`src/rtl/adcrd_pkg.sv`:
```
package adcrd_pkg;

  localparam int CMD_W = 4;

  typedef struct packed {
    logic load;      // latch command and clear the shift register
    logic capture;   // sample sdo (coincides with sck rising)
    logic shiftCmd;  // advance sdi (coincides with sck falling)
    logic publish;   // transaction finished, present result
    logic drop;      // current result is to be discarded
  } dpCtl_t;

  typedef enum logic [2:0] {
    S_CONV,
    S_IDLE,
    S_WAKE,
    S_LEAD,
    S_HIGH,
    S_LOW,
    S_TAIL
  } ctlState_t;

endpackage

```
`src/rtl/adcrd_ctrl.sv`:
```
module adcrd_ctrl
  import adcrd_pkg::*;
#(
  parameter int CLK_KHZ  = 100000,
  parameter int CONV_US  = 23000,
  parameter int WAKE_US  = 12000,
  parameter int SCK_HALF = 4,
  parameter int DATA_W   = 16
) (
  input  logic   clk,
  input  logic   rstN,
  input  logic   start,
  input  logic   cfgSleep,
  input  logic   cfgDropWake,
  output logic   csN,
  output logic   sck,
  output dpCtl_t dpCtl
);

  localparam logic [63:0] CONV_CYC = (64'(CLK_KHZ) * 64'(CONV_US)) / 64'd1000;
  localparam logic [63:0] WAKE_CYC = (64'(CLK_KHZ) * 64'(WAKE_US)) / 64'd1000;
  localparam logic [63:0] MAX_CYC  = (CONV_CYC > WAKE_CYC) ? CONV_CYC : WAKE_CYC;
  localparam int          TMR_W    = $clog2(MAX_CYC + 64'd1) + 1;
  localparam logic [TMR_W-1:0] CONV_LOAD = TMR_W'(CONV_CYC - 64'd1);
  localparam logic [TMR_W-1:0] WAKE_LOAD = TMR_W'(WAKE_CYC - 64'd1);
  localparam logic [TMR_W-1:0] HALF_LOAD = TMR_W'(SCK_HALF - 1);
  localparam int          CNT_W    = $clog2(DATA_W);
  localparam logic [CNT_W-1:0] LAST_BIT = CNT_W'(DATA_W - 1);

  ctlState_t        st;
  logic [TMR_W-1:0] tmr;
  logic [CNT_W-1:0] bitCnt;
  logic             tmrDone;
  logic             wakePend;
  logic             slpCur;
  logic             dropCur;

  assign tmrDone = (tmr == '0);

  always_ff @(posedge clk) begin
    if (!rstN) begin
      st       <= S_CONV;
      tmr      <= CONV_LOAD;
      csN      <= 1'b1;
      sck      <= 1'b0;
      bitCnt   <= '0;
      wakePend <= 1'b0;
      slpCur   <= 1'b0;
      dropCur  <= 1'b0;
    end else begin
      case (st)
        S_CONV: begin
          if (tmrDone) st <= S_IDLE;
          else         tmr <= tmr - 1'b1;
        end
        S_IDLE: begin
          if (start) begin
            csN      <= 1'b0;
            bitCnt   <= '0;
            slpCur   <= cfgSleep;
            dropCur  <= wakePend & cfgDropWake;
            wakePend <= 1'b0;
            if (wakePend && !cfgDropWake) begin
              st  <= S_WAKE;
              tmr <= WAKE_LOAD;
            end else begin
              st  <= S_LEAD;
              tmr <= HALF_LOAD;
            end
          end
        end
        S_WAKE: begin
          if (tmrDone) begin
            st  <= S_LEAD;
            tmr <= HALF_LOAD;
          end else tmr <= tmr - 1'b1;
        end
        S_LEAD, S_LOW: begin
          if (tmrDone) begin
            sck <= 1'b1;
            st  <= S_HIGH;
            tmr <= HALF_LOAD;
          end else tmr <= tmr - 1'b1;
        end
        S_HIGH: begin
          if (tmrDone) begin
            sck <= 1'b0;
            tmr <= HALF_LOAD;
            if (bitCnt == LAST_BIT) st <= S_TAIL;
            else begin
              st     <= S_LOW;
              bitCnt <= bitCnt + 1'b1;
            end
          end else tmr <= tmr - 1'b1;
        end
        S_TAIL: begin
          if (tmrDone) begin
            csN      <= 1'b1;
            st       <= S_CONV;
            tmr      <= CONV_LOAD;
            wakePend <= slpCur;
          end else tmr <= tmr - 1'b1;
        end
        default: begin
          st  <= S_CONV;
          tmr <= CONV_LOAD;
        end
      endcase
    end
  end

  always_comb begin
    dpCtl.load     = (st == S_IDLE) && start;
    dpCtl.capture  = ((st == S_LEAD) || (st == S_LOW)) && tmrDone;
    dpCtl.shiftCmd = (st == S_HIGH) && tmrDone;
    dpCtl.publish  = (st == S_TAIL) && tmrDone;
    dpCtl.drop     = dropCur;
  end

  AST_SCK_LOW_DESELECTED: assert property (@(posedge clk) disable iff (!rstN) csN |-> !sck);
  AST_RISE_WITH_CAPTURE: assert property (@(posedge clk) disable iff (!rstN) $rose(sck) |-> $past(dpCtl.capture));
  AST_SIXTEEN_BEFORE_END: assert property (@(posedge clk) disable iff (!rstN) dpCtl.publish |-> (bitCnt == LAST_BIT));
  AST_CS_FALL_FROM_IDLE: assert property (@(posedge clk) disable iff (!rstN) $fell(csN) |-> ($past(st) == S_IDLE));
  AST_CS_RISE_HOLDS: assert property (@(posedge clk) disable iff (!rstN) $rose(csN) |=> csN);
  AST_CS_STABLE_IN_WAIT: assert property (@(posedge clk) disable iff (!rstN) (st == S_CONV) |=> $stable(csN));

endmodule

```
`src/rtl/adcrd_dpath.sv`:
```
module adcrd_dpath
  import adcrd_pkg::*;
#(
  parameter int DATA_W = 16
) (
  input  logic              clk,
  input  logic              rstN,
  input  dpCtl_t            dpCtl,
  input  logic              cfgSpeed,
  input  logic              cfgSleep,
  input  logic              sdo,
  output logic              sdi,
  output logic              resValid,
  output logic [DATA_W-1:0] resRaw,
  output logic [DATA_W-1:0] resSigned
);

  localparam int MSB = DATA_W - 1;

  logic [CMD_W-1:0]  cmdReg;
  logic [DATA_W-1:0] shReg;

  always_ff @(posedge clk) begin
    if (!rstN) begin
      cmdReg <= '0;
      shReg  <= '0;
    end else begin
      if (dpCtl.load) begin
        cmdReg <= {1'b1, 1'b0, cfgSpeed, cfgSleep};
        shReg  <= '0;
      end else begin
        if (dpCtl.capture)  shReg  <= {shReg[MSB-1:0], sdo};
        if (dpCtl.shiftCmd) cmdReg <= {cmdReg[CMD_W-2:0], 1'b0};
      end
    end
  end

  assign sdi = cmdReg[CMD_W-1];

  always_ff @(posedge clk) begin
    if (!rstN) begin
      resValid  <= 1'b0;
      resRaw    <= '0;
      resSigned <= '0;
    end else begin
      resValid <= dpCtl.publish & ~dpCtl.drop;
      if (dpCtl.publish && !dpCtl.drop) begin
        resRaw    <= shReg;
        resSigned <= {~shReg[MSB], shReg[MSB-1:0]};
      end
    end
  end

  AST_VALID_SINGLE: assert property (@(posedge clk) disable iff (!rstN) resValid |=> !resValid);
  AST_DROP_SILENT: assert property (@(posedge clk) disable iff (!rstN) (dpCtl.publish && dpCtl.drop) |=> !resValid);
  AST_VALID_AFTER_END: assert property (@(posedge clk) disable iff (!rstN) resValid |-> $past(dpCtl.publish));

endmodule

```
`src/rtl/adc_read_host.sv`:
```
module adc_read_host
  import adcrd_pkg::*;
#(
  parameter int CLK_KHZ  = 100000,
  parameter int CONV_US  = 23000,
  parameter int WAKE_US  = 12000,
  parameter int SCK_HALF = 4,
  parameter int DATA_W   = 16
) (
  input  logic              clk,
  input  logic              rstN,
  input  logic              start,
  input  logic              cfgSpeed,
  input  logic              cfgSleep,
  input  logic              cfgDropWake,
  output logic              csN,
  output logic              sck,
  output logic              sdi,
  input  logic              sdo,
  output logic              resValid,
  output logic [DATA_W-1:0] resRaw,
  output logic [DATA_W-1:0] resSigned
);

  dpCtl_t dpCtl;

  adcrd_ctrl #(
    .CLK_KHZ (CLK_KHZ),
    .CONV_US (CONV_US),
    .WAKE_US (WAKE_US),
    .SCK_HALF(SCK_HALF),
    .DATA_W  (DATA_W)
  ) u_ctrl (
    .clk        (clk),
    .rstN       (rstN),
    .start      (start),
    .cfgSleep   (cfgSleep),
    .cfgDropWake(cfgDropWake),
    .csN        (csN),
    .sck        (sck),
    .dpCtl      (dpCtl)
  );

  adcrd_dpath #(
    .DATA_W(DATA_W)
  ) u_dpath (
    .clk      (clk),
    .rstN     (rstN),
    .dpCtl    (dpCtl),
    .cfgSpeed (cfgSpeed),
    .cfgSleep (cfgSleep),
    .sdo      (sdo),
    .sdi      (sdi),
    .resValid (resValid),
    .resRaw   (resRaw),
    .resSigned(resSigned)
  );

endmodule

```
`config.mk`:
```
export PLATFORM = sky130hd
export DESIGN_NAME = adc_read_host
export DESIGN_NICKNAME = d
export VERILOG_FILES = /design/src/rtl/adcrd_pkg.sv /design/src/rtl/adcrd_ctrl.sv /design/src/rtl/adcrd_dpath.sv /design/src/rtl/adc_read_host.sv
export SDC_FILE = /design/constraint.sdc
export NUM_CORES = 1
export LEC_CHECK = 0
export BUFFER_PORTS_ARGS = -buffer_cell sky130_fd_sc_hd__buf_2
export CAP_MARGIN = 20
export CORE_UTILIZATION = 40
export DETAILED_ROUTE_END_ITERATION = 12
export GPL_TIMING_DRIVEN = 0
export PLACE_DENSITY = 0.58
export SYNTH_ARGS = -nofsm -noshare
export SYNTH_HDL_FRONTEND = slang
export SYNTH_SLANG_ARGS = --single-unit
```
`constraint.sdc`:
```
create_clock -name clk -period 3.45 [get_ports clk]
set_input_delay 0.69 -clock clk [delete_from_list [all_inputs] [get_ports clk]]
set_output_delay 0.69 -clock clk [all_outputs]
set_load 0.05 [all_outputs]
```
# --- Word level (Yosys, flattened, before mapping) ---
# Index checks and enable logic that the tools add are counted.
classes:
  addsub: 2
  div_mod_pow: 0
  multipliers: 0
  shift: 0
  eq_ne: 15
  reduce_logical: 24
  mux: 28
  order_cmp: 0
  bitwise_logic: 5
ops:
  columns: ["op", "n"]
  rows:
  - ["23-bit two-way mux", 4]
  - ["23-bit case mux with 4 select lines", 1]
  - ["23-bit zero test", 1]
  - ["23-bit by 1-bit subtractor with 23-bit output, second input constant", 1]
  - ["21-bit two-way mux", 1]
  - ["4-bit two-way mux", 5]
  - ["3-bit two-way mux", 6]
  - ["3-bit case mux with 6 select lines", 1]
  - ["2-bit by 1-bit != test with 1-bit output, second input constant", 5]
  - ["3-bit equality test, second input constant", 3]
  - ["4-bit case mux with 2 select lines", 1]
  - ["2-bit nonzero test", 4]
  - ["3-bit by 2-bit equality test with 1-bit output, second input constant", 2]
  - ["1-bit logical AND", 6]
  - ["2-bit != test, second input constant", 3]
  - ["1-bit case mux with 2 select lines", 3]
  - ["3-bit AND reduction", 2]
  - ["6-bit AND reduction", 1]
  - ["1-bit two-way mux", 5]
  - ["4-bit by 1-bit adder with 4-bit output, second input constant", 1]
  - ["4-bit equality test, second input constant", 1]
  - ["2-bit AND reduction", 2]
  - ["4-bit AND reduction", 1]
  - ["2-bit OR reduction", 2]
  - ["other kinds (8)", 12]
totals:
  inputBits: 7
  n_memories: 0
  ram_bits: 0
  elab_cells: 88
  latchBits: 0
  romBits: 0
  reg_bits: 88
  out_inout_bits: 36

# --- Depth between registers and ports, before layout ---
# Gate-level depths: netlist of run 1.
depth:
  depth_word: 5
  mapped_depth: 9

# --- Hierarchy ---
# From an unflattened synthesis of run 1, not the netlist that was laid out.
unflattened:
  hier_cells: 450
  hier_area_um2: 3746.1
modules_own_cells:
  columns: ["module", "n_inst", "area_per_inst_um2", "cells_each"]
  rows:
  - ["adcrd_ctrl", 1, 2202.1, 291]
  - ["adcrd_dpath", 1, 1544.0, 159]

# --- Worst setup path before layout of run 1 ---
# OpenSTA, ideal clock, no wires.
synth_path:
  kind: "register to register"
  from: "register u_ctrl.st[1]"
  to: "register u_ctrl.tmr[9]"
  synth_period_minus_slack_ns: 2.567
  setup_slack_ns: 0.883
  arrival_time_ns: 2.451
  path_stages_with_launch: 10
  path_buffers: 2
  cell_sequence: "dfxtp_1 clkbuf_1 inv_1 ha_1 or3_1 and3_1 clkbuf_1 nand3_1 o21ai_0 a22o_1"
synth_via:
  elab_chain_cells: 3
synth_rtl:
  columns: ["item", "line", "text"]
  rows:
  - ["start, declared", "adcrd_ctrl.sv:30", "ctlState_t st;"]
  - ["start signal, assigned", "adcrd_ctrl.sv:42", "st <= S_CONV;"]
  - ["start signal, assigned", "adcrd_ctrl.sv:53", "if (tmrDone) st <= S_IDLE;"]
  - ["start signal, assigned", "adcrd_ctrl.sv:64", "st <= S_WAKE;"]
  - ["3-bit by 2-bit equality test with 1-bit output, or another cell as far along", "adcrd_ctrl.sv:51", "case (st)"]
  - ["4-bit OR reduction (no line) / 2-bit != test (equally long branches)", null, null]
  - ["23-bit case mux with 4 select lines / 2-bit AND reduction (equally long branches)", null, null]
  - ["end signal, assigned", "adcrd_ctrl.sv:54", "else tmr <= tmr - 1'b1;"]
  - ["end signal, assigned", "adcrd_ctrl.sv:76", "end else tmr <= tmr - 1'b1;"]
  - ["end signal, assigned", "adcrd_ctrl.sv:83", "end else tmr <= tmr - 1'b1;"]
  - ["end, declared", "adcrd_ctrl.sv:31", "logic [TMR_W-1:0] tmr;"]
# Several ways; a longest one is shown, not always the timed one.
# A chain may end at the register's enable or synchronous reset.

# --- Worst setup path after layout of run 1 ---
# Ends and elaborated chain as after synthesis.

==> results of run 1 <==
flip-flops by register name, summed over array words and instances, names as in the netlist:
name               flops
u_ctrl.tmr            23
u_dpath.resSigned     16
u_dpath.shReg         16
u_ctrl.bitCnt          4
u_dpath.cmdReg         4
u_ctrl.st              3
u_ctrl.csN             1
u_ctrl.dropCur         1
u_ctrl.sck             1
u_ctrl.slpCur          1
u_ctrl.wakePend        1
u_dpath.resRaw         1
u_dpath.resValid       1
per-stage QoR:
step           instance area (sq um)  instances  hold slack [ps]  power, mW  util [%]
2_1_floorplan                   3572        452            436.6     0.8942         -
3_3_place_gp                    3918        602            448.1     0.9108     45.14
5_1_grt                         4145        618            487.5      1.718     47.77
3_5_place_dp                    3918        602            452.5     0.9110     45.14
6_report                        4145        618            459.8      1.665     47.77
4_1_cts                         4145        618            464.4      1.676     47.77
critical path, cell delays in order, from the launching register on:
cell and delay, ps:
dfxtp_1 360, clkbuf_1 450, inv_1 220, ha_1 420, or3_1 470, and3_1 210, clkbuf_1 240, nand3_1 290
o21ai_0 130, a22o_1 260
layer usage:
layer / wire length [um] / track usage (%) / up-vias
met5: 0 / 0 / -
met4: 198 / 9.069 / 0
met3: 459 / 3.365 / 17
met2: 4145 / 34.80 / 93
met1: 4131 / 26.31 / 1571
li1: - / - / 1700
Yosys cell counts (all sizes together), types with 4 or more instances:
cell    count
a21oi      51
a22o        6
and3        4
buf        16
clkbuf     18
dfxtp      73
ha          5
inv        10
nand2      91
nand3      14
nand3b      5
nand4       6
nor2       33
nor3       15
nor4       12
o21ai      24
or4         5
xnor2       6
power groups by stage:
stage          sequential, mW  combinational, mW  clock, mW
5_1_grt                 0.848             0.0483      0.822
6_report                0.847             0.0432      0.774
3_3_place_gp            0.867             0.0434          0
3_5_place_dp            0.867             0.0435          0
2_1_floorplan           0.867             0.0275          0
4_1_cts                 0.847             0.0436      0.785
logic make-up (layout without fill, tap and decap cells):
| logic type | Yosys count | after routing | synth area share (%) |
|---|---|---|---|
| DFF | 73 | 73 | 40.91 |
| adders and majority gates | 5 | 5 | 1.751 |
| and+or+nand+nor | 205 | 205 | 28.97 |
| AOI/OAI and AO/OA | 113 | 113 | 19.37 |
| muxes | 3 | 3 | 0.8407 |
| xor gates and xnor gates | 7 | 7 | 1.716 |
| buffers and inverters | 46 | 104 | 6.445 |
layout make-up:
cell class	count	area, sq um	share of cell area (%)
Clock buffer	10	137.6	3.320
Timing Repair Buffer	42	210.2	5.071
Buffer	34	185.2	4.467
Tap cell	108	135.1	3.260
Multi-Input combinational cell	333	1881	45.37
Sequential cell	73	1461	35.25
Inverter	12	45.04	1.087
Clock inverter	6	90.09	2.173
worst paths after layout:
check / from / end / slack, ps / depth (start not counted)
worst max-delay path: u_ctrl.st[1] / u_ctrl.tmr[9] / 290 / 9
worst min-delay path: u_ctrl.slpCur / u_ctrl.wakePend / 460 / 2
worst max register to register: u_ctrl.st[1] / u_ctrl.tmr[9] / 290 / 9
worst min register to register: u_ctrl.slpCur / u_ctrl.wakePend / 460 / 2
==> metrics.md, run 1 <==
| Metric | Value |
|---|---|
| Outcome | `finished, final reports clean` |
| # clock sinks | `73` |
| Max Slew Vio Count | `0` |
| Root Buffer | `clkbuf_8` |
| Worst setup margin | `293.1 ps` |
| Syn_area_per_cell | `7.903 sq um` |
| CP Launch Type | `register` |
| Internal Power | `1.288 mW` |
| FP Rows | `34` |
| Crit path kind | `register to register` |
| Final setup viols | `0` |
| First-pass GRT wire length | `14860 um` |
| Vias in the first global route | `3119` |
| Inserted Diodes | `0` |
| Post-route ant nets | `0` |
| FILL cells | `901` |
| DR iter-0 viols | `111` |
| Power share of the combinational group | `2.6%` |
| Clock skew | `7.562 ps` |
| Yosys cell types | `61` |
| Clock power share | `46.5%` |
| Fin nets | `517` |
| Hold crit path type | `register to register` |
| Cts hold-fix bufs | `0` |
| Clk buf depth | `2` |
| CP required | `3700 ps` |
| Reg clk slew, reported paths | `80 ps` |
| Maximum fanout along the worst path | `10` |
| Die width | `96.50 um` |
| CTS H-tree lvls | `3` |
| Cells after synthesis | `452` |
| Clock Latency Late Sink | `350 ps` |
| Setup tns final | `0 ps` |
| Most common cell after layout, fill and taps aside | `nand2_1` |
| PwrDens | `401.6 mW/mm^2` |
| Initial Util | `41.16%` |
| Sw Share | `22.65%` |
| Layout area overhead | `16.04%` |
| Vias/cell | `5.471` |
| Total core area | `0.008678 sq mm` |
| Top cells by area, synth | `dfxtp_1, nand2_1, a21oi_1` |
| Unrepaired setup endpoints after global routing | `no` |
| Main synth FF type | `dfxtp_1` |
| Static Leak | `1.610 nW` |
| Worst vdd ir | `0.0001636 V` |
| Ys async rst share | `0%` |
| CTS Buf Count | `9` |
| Hold Vio Cnt, Final | `0` |
| Synth area leader | `dfxtp_1` |
| Vias after detailed routing | `3381` |
| Initial antenna violation count | `0` |
| FF+latch count, synth | `73` |
| Mapped Area | `0.003572 sq mm` |
| Max_cap viols | `0` |
| HPWL after detailed placement | `6533 um` |
| NetSw | `0.3770 mW` |
| Post-CTS Resized | `0` |
| Number of I/O pins | `43` |
| Crit. End Element | `register` |
| Die H | `96.50 um` |
| Most frequent cells in the layout | `nand2_1, dfxtp_1, a21oi_1, buf_2, nor2_1` |
| Wire per inst | `14.46 um` |
| Layout cells sized above 1 | `17.45%` |
| CTS tree | `done` |
| Setup Fix Bufs, Post-CTS | `0` |
| Min Tclk post-route | `3157 ps` |
| TritonRoute pass-1 iters | `5` |
| WP data arrival | `3400 ps` |
| Sequential Power Share | `50.9%` |
| Sequential share of the synthesized area | `40.91%` |
| Mapped Nets | `464` |
| Crit share post-route | `91.50%` |
| Grt ovf | `0` |
| Post-synth EDFFs | `0` |
| Synth top area share | `40.91%` |
| Worst Tran Pin Value | `996.1 ps` |
| PortBufs | `42` |
| Dpl ws | `359.9 ps` |
| Routed WL | `8935 um` |
| GR Util All Layers | `20.80%` |
| Residual DRC count | `0` |
| Yosys warns | `0` |
| Pin count of the biggest net entering global routing | `14` |
| DIE AREA | `0.009312 sq mm` |
| Routability cong. | `0.9255` |
| Fmax achieved | `316.8 MHz` |
| Max-Slew Margin vs Limit | `33.04%` |
(Power assumes the default switching activity.)
==> inputs of run 2 (changes only) <==
--- a/config.mk
+++ b/config.mk
@@ -8,8 +8,8 @@
 export BUFFER_PORTS_ARGS = -buffer_cell sky130_fd_sc_hd__buf_2
 export CAP_MARGIN = 20
-export CORE_UTILIZATION = 40
+export CORE_UTILIZATION = 50
 export DETAILED_ROUTE_END_ITERATION = 12
 export GPL_TIMING_DRIVEN = 0
-export PLACE_DENSITY = 0.58
+export PLACE_DENSITY = 0.7
 export SYNTH_ARGS = -nofsm -noshare
 export SYNTH_HDL_FRONTEND = slang
==> constraint.sdc (replaced) <==
create_clock -name clk -period 3.45 [get_ports clk]
set_input_delay 0.69 -clock clk [delete_from_list [all_inputs] [get_ports clk]]
set_output_delay 0.69 -clock clk [all_outputs]
set_load 0.005 [all_outputs]
==> metrics.md, run 2 (synthesized netlist as in run 1, its figures left out) <==
| Metric | Value |
|---|---|
| Most common cell after layout, fill and taps aside | `nand2_1 (unchanged)` |
| Biggest regs | `u_ctrl.tmr: 23 flops, u_dpath.resSigned: 16 flops, u_dpath.shReg: 16 flops (unchanged)` |
| Worst vdd ir | `0.0001934 V (was 0.0001636 V)` |
| Vias in the first global route | `3113 (was 3119)` |
| Multi-input gate area | `0.001881 sq mm (unchanged)` |
| Outcome | `finished, final reports clean (unchanged)` |
| Total core area | `0.006832 sq mm (was 0.008678 sq mm)` |
| CP required | `3700 ps (about the same)` |
| PwrDens | `416.7 mW/mm^2 (was 401.6 mW/mm^2)` |
| Max-Slew Margin vs Limit | `29.48% (was 33.04%)` |
| Routability cong. | `0.9442 (was 0.9255)` |
| Post-CTS Resized | `0 (unchanged)` |
| Clock skew | `8.328 ps (was 7.562 ps)` |
| Inserted Diodes | `0 (unchanged)` |
| Reg2reg start | `u_ctrl.st[1] (unchanged)` |
| WP data arrival | `3370 ps (was 3400 ps)` |
| Pin count of the biggest net entering global routing | `15 (was 14)` |
| Max FFs per register | `23 (unchanged)` |
| R2R depth | `9 (unchanged)` |
| Setup tns final | `0 ps (unchanged)` |
| Most frequent cells in the layout | `nand2_1, dfxtp_1, a21oi_1, buf_2, nor2_1 (unchanged)` |
| Reg area | `0.001461 sq mm (unchanged)` |
| CTS tree | `done (unchanged)` |
| HPWL after detailed placement | `6359 um (was 6533 um)` |
| Crit path kind | `register to register (unchanged)` |
| DIE AREA | `0.007487 sq mm (was 0.009312 sq mm)` |
| Wire per inst | `14.48 um (was 14.46 um)` |
| Clock Latency Late Sink | `350 ps (about the same)` |
| # clock sinks | `73 (unchanged)` |
| Final Instance Area | `0.004151 sq mm (was 0.004145 sq mm)` |
| FILL cells | `643 (was 901)` |
| Crit. Startpoint | `u_ctrl.st[1] (unchanged)` |
| Fmax achieved | `320.4 MHz (was 316.8 MHz)` |
| Residual DRC count | `0 (unchanged)` |
| Unrepaired setup endpoints after global routing | `no (unchanged)` |
| First-pass GRT wire length | `14560 um (was 14860 um)` |
| PortBufs | `42 (unchanged)` |
| Vias after detailed routing | `3392 (was 3381)` |
| Max Slew Vio Count | `0 (unchanged)` |
| Cts hold-fix bufs | `0 (unchanged)` |
| Hold Vio Cnt, Final | `0 (unchanged)` |
| TritonRoute pass-1 iters | `5 (unchanged)` |
| Crit share post-route | `90.46% (was 91.50%)` |
| CTS Buf Count | `9 (unchanged)` |
| Hold crit path type | `register to register (unchanged)` |
| Clk buf depth | `2 (unchanged)` |
| CTS H-tree lvls | `3 (unchanged)` |
| Min Tclk post-route | `3121 ps (was 3157 ps)` |
| Die H | `86.53 um (was 96.50 um)` |
| Number of I/O pins | `43 (unchanged)` |
| Die width | `86.53 um (was 96.50 um)` |
| DR iter-0 viols | `176 (was 111)` |
| Root Buffer | `clkbuf_8 (unchanged)` |
| Setup Fix Bufs, Post-CTS | `0 (unchanged)` |
| Initial Util | `52.29% (was 41.16%)` |
| Crit. End Element | `register (unchanged)` |
| Smallest hold slack | `463.4 ps (was 459.8 ps)` |
| Layout cells sized above 1 | `17.45% (unchanged)` |
| GR Util All Layers | `24.78% (was 20.80%)` |
| Max_cap viols | `0 (unchanged)` |
| Layout area overhead | `16.22% (was 16.04%)` |
| Initial antenna violation count | `0 (unchanged)` |
| Placed Area | `0.003902 sq mm (was 0.003918 sq mm)` |
| Worst setup path endpoint | `u_ctrl.tmr[9] (unchanged)` |
| Most flops, register | `u_ctrl.tmr (unchanged)` |
| Final setup viols | `0 (unchanged)` |
| Reg clk slew, reported paths | `90 ps (was 80 ps)` |
| CP Launch Type | `register (unchanged)` |
| Routed WL | `8776 um (was 8935 um)` |
| Grt ovf | `0 (unchanged)` |
| Worst setup margin | `329.2 ps (was 293.1 ps)` |
| Vias/cell | `5.597 (was 5.471)` |
| Dpl ws | `416.0 ps (was 359.9 ps)` |
| R2R setup slack | `330 ps (was 290 ps)` |
| RR Endpoint | `u_ctrl.tmr[9] (unchanged)` |
| Fin nets | `517 (unchanged)` |
| Maximum fanout along the worst path | `10 (unchanged)` |
| Worst Tran Pin Value | `1049 ps (was 996.1 ps)` |
| FP Rows | `30 (was 34)` |
| Post-route ant nets | `0 (unchanged)` |
| Static Leak | `1.622 nW (was 1.610 nW)` |
-- run 2: changes by cell type in the layout (fill, tap and decap cells not counted), sizes merged --
cell      before  now
inv           11   13
bufinv         2    3
clkbuf        28   27
clkinv         4    3
clkinvlp       1    0
-- run 2: through the flow --
step | cells | power, mW | util, %
floorplan | 452 | 0.8942 | -
global placement | 590 | 0.9098 | 57.12
detailed placement | 590 | 0.9110 | 57.12
CTS | 606 | 1.736 | 60.77
global route | 606 | 1.780 | 60.77
finish | 606 | 1.730 | 60.77
-- run 2: layer usage --
metal  routed length (um)  share of wire (%)  GRT usage (%)
met1                 4026                 46          31.98
met2                 4148                 47          41.63
met5                    0                  0              0
met4                  105                1.2          10.15
met3                  495                5.6          3.619
-- run 2: worst min-delay path by stage --
stage	from	endpoint	slack [ps]	cells past startpoint
detailed placement	u_ctrl.slpCur	u_ctrl.wakePend	460	2
CTS	u_dpath.shReg[7]	u_dpath.shReg[8]	470	2
global placement	u_ctrl.slpCur	u_ctrl.wakePend	450	2
floorplan	u_ctrl.slpCur	u_ctrl.slpCur	440	2
global route	u_dpath.resSigned[2]	u_dpath.resSigned[2]	480	2
finish	u_dpath.resSigned[8]	u_dpath.resSigned[8]	460	2
-- run 2: worst max-delay path, stage by stage (launching register included) --
cell      delay (ps)
dfxtp_1          350
clkbuf_1         420
inv_1            200
ha_1             420
or3_1            490
and3_1           220
clkbuf_1         230
nand3_1          280
o21ai_0          140
a22o_1           260
-- run 2: area by class of cell --
cell class	instances	share of cell area (%)
Tap cell	96	2.893
Buffer	34	4.461
Inverter	12	1.085
Multi-Input combinational cell	333	45.30
Clock inverter	7	3.014
Sequential cell	73	35.20
Clock buffer	9	2.984
Timing Repair Buffer	42	5.063
-- run 2: report_power, final --
| part | leakage [nW] | internal [mW] | switching [mW] |
|---|---|---|---|
| logic | 0.909 | 0.0138 | 0.0301 |
| clock network | 0.125 | 0.489 | 0.349 |
| registers | 0.589 | 0.845 | 0.00285 |
==> inputs of run 3 (changes only) <==
- CAP_MARGIN: 20 -> not set
- GPL_TIMING_DRIVEN: 0 -> not set
==> metrics.md, run 3 (synthesized netlist as in run 1, its figures left out) <==
| Metric | Value |
|---|---|
| Vias in the first global route | `2921 (was 3113)` |
| Hold crit path type | `register to register (unchanged)` |
| Setup Fix Bufs, Post-CTS | `0 (unchanged)` |
| Die H | `86.53 um (unchanged)` |
| WP data arrival | `2940 ps (was 3370 ps)` |
| Max FFs per register | `23 (unchanged)` |
| CP required | `3700 ps (about the same)` |
| Placed Area | `0.003770 sq mm (was 0.003902 sq mm)` |
| First-pass GRT wire length | `14180 um (was 14560 um)` |
| Clock Latency Late Sink | `360 ps (was 350 ps)` |
| CTS tree | `done (unchanged)` |
| Crit path kind | `register to register (unchanged)` |
| CTS H-tree lvls | `3 (unchanged)` |
| Reg clk slew, reported paths | `80 ps (was 90 ps)` |
| Outcome | `finished, final reports clean (unchanged)` |
| Setup tns final | `0 ps (unchanged)` |
| Initial Util | `52.29% (unchanged)` |
| Layout area overhead | `10.96% (was 16.22%)` |
| Worst Tran Pin Value | `690.8 ps (was 1049 ps)` |
| Dpl ws | `812.7 ps (was 416.0 ps)` |
| PwrDens | `393.3 mW/mm^2 (was 416.7 mW/mm^2)` |
| Fin nets | `490 (was 517)` |
| Clk buf depth | `2 (unchanged)` |
| Number of I/O pins | `43 (unchanged)` |
| Most flops, register | `u_ctrl.tmr (unchanged)` |
| Wire per inst | `14.51 um (was 14.48 um)` |
| PortBufs | `42 (unchanged)` |
| Static Leak | `1.513 nW (was 1.622 nW)` |
| Pin count of the biggest net entering global routing | `26 (was 15)` |
| Residual DRC count | `0 (unchanged)` |
| Inserted Diodes | `0 (unchanged)` |
| Die width | `86.53 um (unchanged)` |
| FILL cells | `682 (was 643)` |
| Worst setup margin | `763.5 ps (was 329.2 ps)` |
| GR Util All Layers | `24.33% (was 24.78%)` |
| Final Instance Area | `0.003964 sq mm (was 0.004151 sq mm)` |
| Post-CTS Resized | `0 (unchanged)` |
| # clock sinks | `73 (unchanged)` |
| DIE AREA | `0.007487 sq mm (unchanged)` |
| Grt ovf | `0 (unchanged)` |
| Initial antenna violation count | `0 (unchanged)` |
| Routed WL | `8399 um (was 8776 um)` |
| Worst vdd ir | `0.0002297 V (was 0.0001934 V)` |
| Most common cell after layout, fill and taps aside | `nand2_1 (unchanged)` |
| Final setup viols | `0 (unchanged)` |
| Cts hold-fix bufs | `0 (unchanged)` |
| Maximum fanout along the worst path | `12 (was 10)` |
| Layout cells sized above 1 | `16.36% (was 17.45%)` |
| Max_cap viols | `0 (unchanged)` |
| Biggest regs | `u_ctrl.tmr: 23 flops, u_dpath.resSigned: 16 flops, u_dpath.shReg: 16 flops (unchanged)` |
| Max-Slew Margin vs Limit | `53.56% (was 29.48%)` |
| Most frequent cells in the layout | `nand2_1, dfxtp_1, a21oi_1, buf_2, nor2_1 (unchanged)` |
| CP Launch Type | `register (unchanged)` |
| Vias after detailed routing | `3310 (was 3392)` |
| Crit share post-route | `77.87% (was 90.46%)` |
| Post-route ant nets | `0 (unchanged)` |
| CTS Buf Count | `9 (unchanged)` |
| Vias/cell | `5.717 (was 5.597)` |
| Unrepaired setup endpoints after global routing | `no (unchanged)` |
| DR iter-0 viols | `227 (was 176)` |
| Hold Vio Cnt, Final | `0 (unchanged)` |
| Max Slew Vio Count | `0 (unchanged)` |
| Total core area | `0.006832 sq mm (unchanged)` |
| TritonRoute pass-1 iters | `5 (unchanged)` |
| Min Tclk post-route | `2687 ps (was 3121 ps)` |
| FP Rows | `30 (unchanged)` |
| Root Buffer | `clkbuf_8 (unchanged)` |
| Fmax achieved | `372.2 MHz (was 320.4 MHz)` |
| HPWL after detailed placement | `5879 um (was 6359 um)` |
| Routability cong. | `0.9792 (was 0.9442)` |
| Crit. End Element | `register (unchanged)` |
| Clock skew | `11.29 ps (was 8.328 ps)` |
-- run 3: stage by stage --
step / util, % / total power [mW] / hold WS [ps] / cells
final: 58.02 / 1.559 / 450.5 / 579
after global routing: 58.02 / 1.619 / 470.6 / 579
after CTS: 58.02 / 1.578 / 454.4 / 579
after detailed placement: 55.18 / 0.9082 / 444.2 / 563
after global placement: 55.18 / 0.9080 / 440.7 / 563
after floorplan: - / 0.8942 / 436.6 / 452
-- run 3: power breakdown --
part / internal (mW) / switching (mW) / leakage (nW) / total (mW)
Clock: 0.335 / 0.335 / 0.0889 / 0.671
Combinational: 0.0131 / 0.0276 / 0.835 / 0.0407
Sequential: 0.845 / 0.00289 / 0.589 / 0.848
Total: 1.19 / 0.366 / 1.51 / 1.56
-- run 3: layout make-up --
| cell class | count | area, sq um | share of cell area [%] |
|---|---|---|---|
| clock inverter | 6 | 66.31 | 1.673 |
| timing repair buffer | 49 | 262.8 | 6.629 |
| sequential | 73 | 1461 | 36.87 |
| multi-input combinational | 333 | 1881 | 47.44 |
| inverter | 12 | 45.04 | 1.136 |
| clock buffer | 10 | 127.6 | 3.220 |
| tap | 96 | 120.1 | 3.030 |
-- run 3: routing by layer --
layer / global-route usage [%] / vias up / routed length [um]
met5: 0 / - / 0
met4: 7.424 / 0 / 89
met3: 7.238 / 10 / 492
met2: 37.23 / 131 / 3860
met1: 33.08 / 1515 / 3957
li1: - / 1654 / -
-- run 3: final timing paths --
path | startpoint | to | slack (ps) | cells after the start
worst min register to register | u_dpath.resRaw[15] | u_dpath.resRaw[15] | 450 | 2
worst max register to register | u_ctrl.st[1] | u_ctrl.tmr[9] | 760 | 7
worst max-delay path | u_ctrl.st[1] | u_ctrl.tmr[9] | 760 | 7
worst min-delay path | u_dpath.resRaw[15] | u_dpath.resRaw[15] | 450 | 2
-- run 3: critical path, stage by stage (launching register included) --
cell and delay [ps]:
dfxtp_1 610, inv_1 190, ha_1 420, or3_1 460, and3_1 320, nand3_1 210, o21ai_0 120, a22o_1 250
